==> config.mk <==
export PLATFORM = sky130hd
export DESIGN_NAME = pwm_dbuf_timer
export DESIGN_NICKNAME = d
export VERILOG_FILES = /design/src/rtl/pwm_dbuf_timer.sv
export SDC_FILE = /design/constraint.sdc
export NUM_CORES = 1
export LEC_CHECK = 0
export BUFFER_PORTS_ARGS = -buffer_cell sky130_fd_sc_hd__buf_4
export CORE_MARGIN = 5
export CORE_UTILIZATION = 60
export CTS_BUF_LIST = sky130_fd_sc_hd__clkbuf_16
export DETAILED_ROUTE_END_ITERATION = 8
export PLACE_DENSITY_LB_ADDON = 0.3
export SLEW_MARGIN = 20
export SYNTH_ARGS = -nofsm -noshare
export SYNTH_HDL_FRONTEND = slang
export SYNTH_SLANG_ARGS = --single-unit
==> constraint.sdc <==
create_clock -name clk -period 6.4 [get_ports clk]
set_clock_uncertainty 0.1 [all_clocks]
set_input_delay 0.32 -clock clk [delete_from_list [all_inputs] [get_ports clk]]
set_output_delay 0.32 -clock clk [all_outputs]
set_load 0.01 [all_outputs]
==> src/rtl/pwm_dbuf_timer.sv <==
module pwm_dbuf_timer #(
  parameter int W = 16
) (
  input  logic         clk,
  input  logic         rst_n,
  input  logic         cnt_en,
  input  logic         wr_en,
  input  logic         wr_sel,
  input  logic [W-1:0] wr_data,
  output logic         pwm_out,
  output logic         irq_period,
  output logic         irq_duty,
  output logic         conflict
);
  logic [W-1:0] per_reg, duty_reg, per_buf, duty_buf, cnt;
  logic run, armed;
  logic live, start, reload;

  assign live       = run & cnt_en;
  assign start      = cnt_en & ~run;
  assign irq_period = live & (cnt == per_buf);
  assign irq_duty   = live & (cnt == duty_buf);
  assign pwm_out    = live & (cnt < duty_buf);
  assign reload     = irq_period & armed;

  always_ff @(posedge clk or negedge rst_n) begin
    if (!rst_n) begin
      per_reg  <= '0;
      duty_reg <= '0;
    end else if (wr_en) begin
      if (wr_sel) duty_reg <= wr_data;
      else        per_reg  <= wr_data;
    end
  end

  always_ff @(posedge clk or negedge rst_n) begin
    if (!rst_n) begin
      run <= 1'b0;
      cnt <= '0;
    end else begin
      run <= cnt_en;
      if (!cnt_en || start || irq_period) cnt <= '0;
      else                                cnt <= cnt + 1'b1;
    end
  end

  always_ff @(posedge clk or negedge rst_n) begin
    if (!rst_n) begin
      per_buf  <= '0;
      duty_buf <= '0;
    end else if (start || reload) begin
      per_buf  <= per_reg;
      duty_buf <= duty_reg;
    end
  end

  always_ff @(posedge clk or negedge rst_n) begin
    if (!rst_n)                 armed <= 1'b0;
    else if (wr_en && wr_sel)   armed <= 1'b1;
    else if (start || reload)   armed <= 1'b0;
  end

  always_ff @(posedge clk or negedge rst_n) begin
    if (!rst_n)                 conflict <= 1'b0;
    else if (!cnt_en)           conflict <= 1'b0;
    else if (reload && wr_en)   conflict <= 1'b1;
  end
endmodule

==> run metrics <==
outcome=completed; Antenna Nets Post-Route=0; Max Cap Viol=0; post-synthesis sequential area ratio=0.5381; CTS tree=yes; Fmax=0.3670 GHz; share of layout cells above drive strength 1=0.2891; most frequent cells in the layout=83 x dfrtp_1, 54 x mux2_2, 24 x xor2_1, 24 x nor2_1, 24 x buf_4; Die H=90.21 um; Clk Latency, worst-skew pair=340 ps; via count=2297; synthesized area=3860 um^2; Die W=90.21 um; Resized cells post-CTS=0; M2 GR Usage=0.2976; Least-Margin Pin Slew=1028 ps; number of antenna diodes=0; first-pass GRT wire length=11.92 mm; core area=6314 um^2; Max FO, Critical Path=32; Avg Cell Area, Syn=12.66 um^2; Max Slew Vio Count=0; RSZ-0062 raised after global routing=no; number of synthesized register bits=83; # setup viols final=0; vias in the first global route=2376; Buffers on Ports=24; most used routing layer=met2; Via density=5.522; Synth area leaders=dfrtp_1 54%, mux2_2 16%, ha_1 5.5%, xor2_1 5.4%, mux2_1 2.9%; slowest CP cell=o21ai_4; Crit path required time=6520 ps; crit path capture type=flip-flop; Inserted Clock Buffers=9; area grow syn2layout=13.48%; Slew Limit Headroom=0.3122; die area=8137 um^2; final net count=372; met3 Use GR=0.06177; row count=29; initial antenna violation count=0; global routing usage on met1=0.2380; DRT Wirelength=6.965 mm; TNS Setup=0 ps; largest net degree at the start of global routing=84; Ports=25; Fillers=473; DR WL/cell=16.74 um; Final WS setup=3675 ps; Routability Congestion=0.8701; Synth area leader=dfrtp_1; root buffer cell=clkbuf_16; Critical Path AT=2850 ps; Crit path max-delay family=compound AO/OA/AOI/OAI gates; initial core utilization=0.6114; Lkg Pwr=2.037 nW; DRT iter0 DRCs=120; drc violations=0; Worst path max stage delay=830 ps; period utilization=0.4258; Worst Hold Class=in -> reg; Post-Syn Instances=305; Setup crit start kind=flip-flop; Worst IR Drop VDD=0.2474 mV; Netlist cell types=32; syn nets=343; min cycle time layout=2725 ps; Max clock buf depth=2; Final HPWL DP=4.872 mm; pwr/cell area=304.3 nW/um^2; commonest non-fill, non-tap cell in the layout=dfrtp_1; CP bufs+invs=0; maximum level of the CTS H-tree=3; number of flops mapped to enable cells by yosys=0; final hold vios=0; worst path cell trace=xor2_1 > nor4_1 > nand3_1 > o21ai_4 > mux2_2; clock slew seen by the registers of the worst setup and hold paths=60 ps; top-area cell type share of the netlist area=0.5381; CTS Sinks=83; drt pass-1 iters=5; Setup WS pre-CTS=3751 ps; Main synth FF type=dfrtp_1; Synth Warn #=0; asr flop ratio synth=1.000; Overflow after GRT=0; overall routing resource usage=0.1837; critical path class=reg -> reg
==> stage by stage <==
step           cell area, um^2    util  cells  hold WS [ps]  power, mW
3_3_place_gp              4083  0.6467    399         364.6     0.8422
4_1_cts                   4367  0.6916    415         19.34      1.341
6_report                  4380  0.6938    416         22.66      1.333
5_1_grt                   4380  0.6938    416         25.71      1.401
2_1_floorplan             3860       -    305        -75.59     0.7860
3_5_place_dp              4083  0.6467    399         366.3     0.8548
==> worst paths after layout <==
path                              from            to  slack, ps  depth (start not counted)
max in group asynchronous        rst_n    per_reg[1]       5220                          2
hold reg to reg            duty_buf[7]   duty_buf[7]        380                          1
hold / removal                  cnt_en           run         20                          1
setup reg to reg               cnt[14]   per_buf[12]       3680                          5
setup / recovery               cnt[14]   per_buf[12]       3680                          5
min in group asynchronous        rst_n  duty_reg[10]        490                          2
==> layout make-up <==
cell class              count  area [um^2]  share of cell area
flip-flops and latches     83         2077              0.4741
multi-input cells         196         1654              0.3776
clock buffers               9        225.2             0.05141
repair buffers             26        201.4             0.04599
well taps                  77        96.34             0.02199
inverters                  18        67.56             0.01542
clock inverters             7        58.81             0.01342
==> logic make-up after synthesis <==
family | share of synthesized area
DFF | 0.5381
buffers and inverters | 0.03338
adders and majority gates | 0.05510
muxes | 0.1867
xor gates and xnor gates | 0.06807
and+or+nand+nor | 0.08850
AOI/OAI and AO/OA | 0.03015
==> synth_stat cells (6+ instances only) <==
cell type / instances
dfrtp_1: 83
mux2_2: 54
nor2_1: 24
xor2_1: 24
inv_1: 18
ha_1: 17
mux2_1: 10
nand2_1: 10
nand3_1: 9
nand4_1: 8
xnor2_1: 6
==> per-layer routing <==
metal / wire length (um) / share of wire / vias up
met3: 231 / 0.033 / 7
li1: - / - / 1113
met1: 3246 / 0.47 / 1143
met2: 3405 / 0.49 / 34
met5: 0 / 0 / -
met4: 81 / 0.012 / 0
==> power breakdown <==
part           total (mW)  leakage (nW)  internal, mW  switching [mW]
clock network       0.488         0.144         0.269           0.218
registers           0.656          1.01         0.606          0.0497
logic               0.189         0.880         0.101          0.0884
total                1.33          2.04         0.976           0.357
==> what timing repair did <==
action / CTS / global route
setup endpoints to repair: 0 / 0
buffers inserted: 0 / 0
endpoints found under the hold margin: 0 / 18
hold buffers: 0 / 1
(Power assumes the default switching activity.)
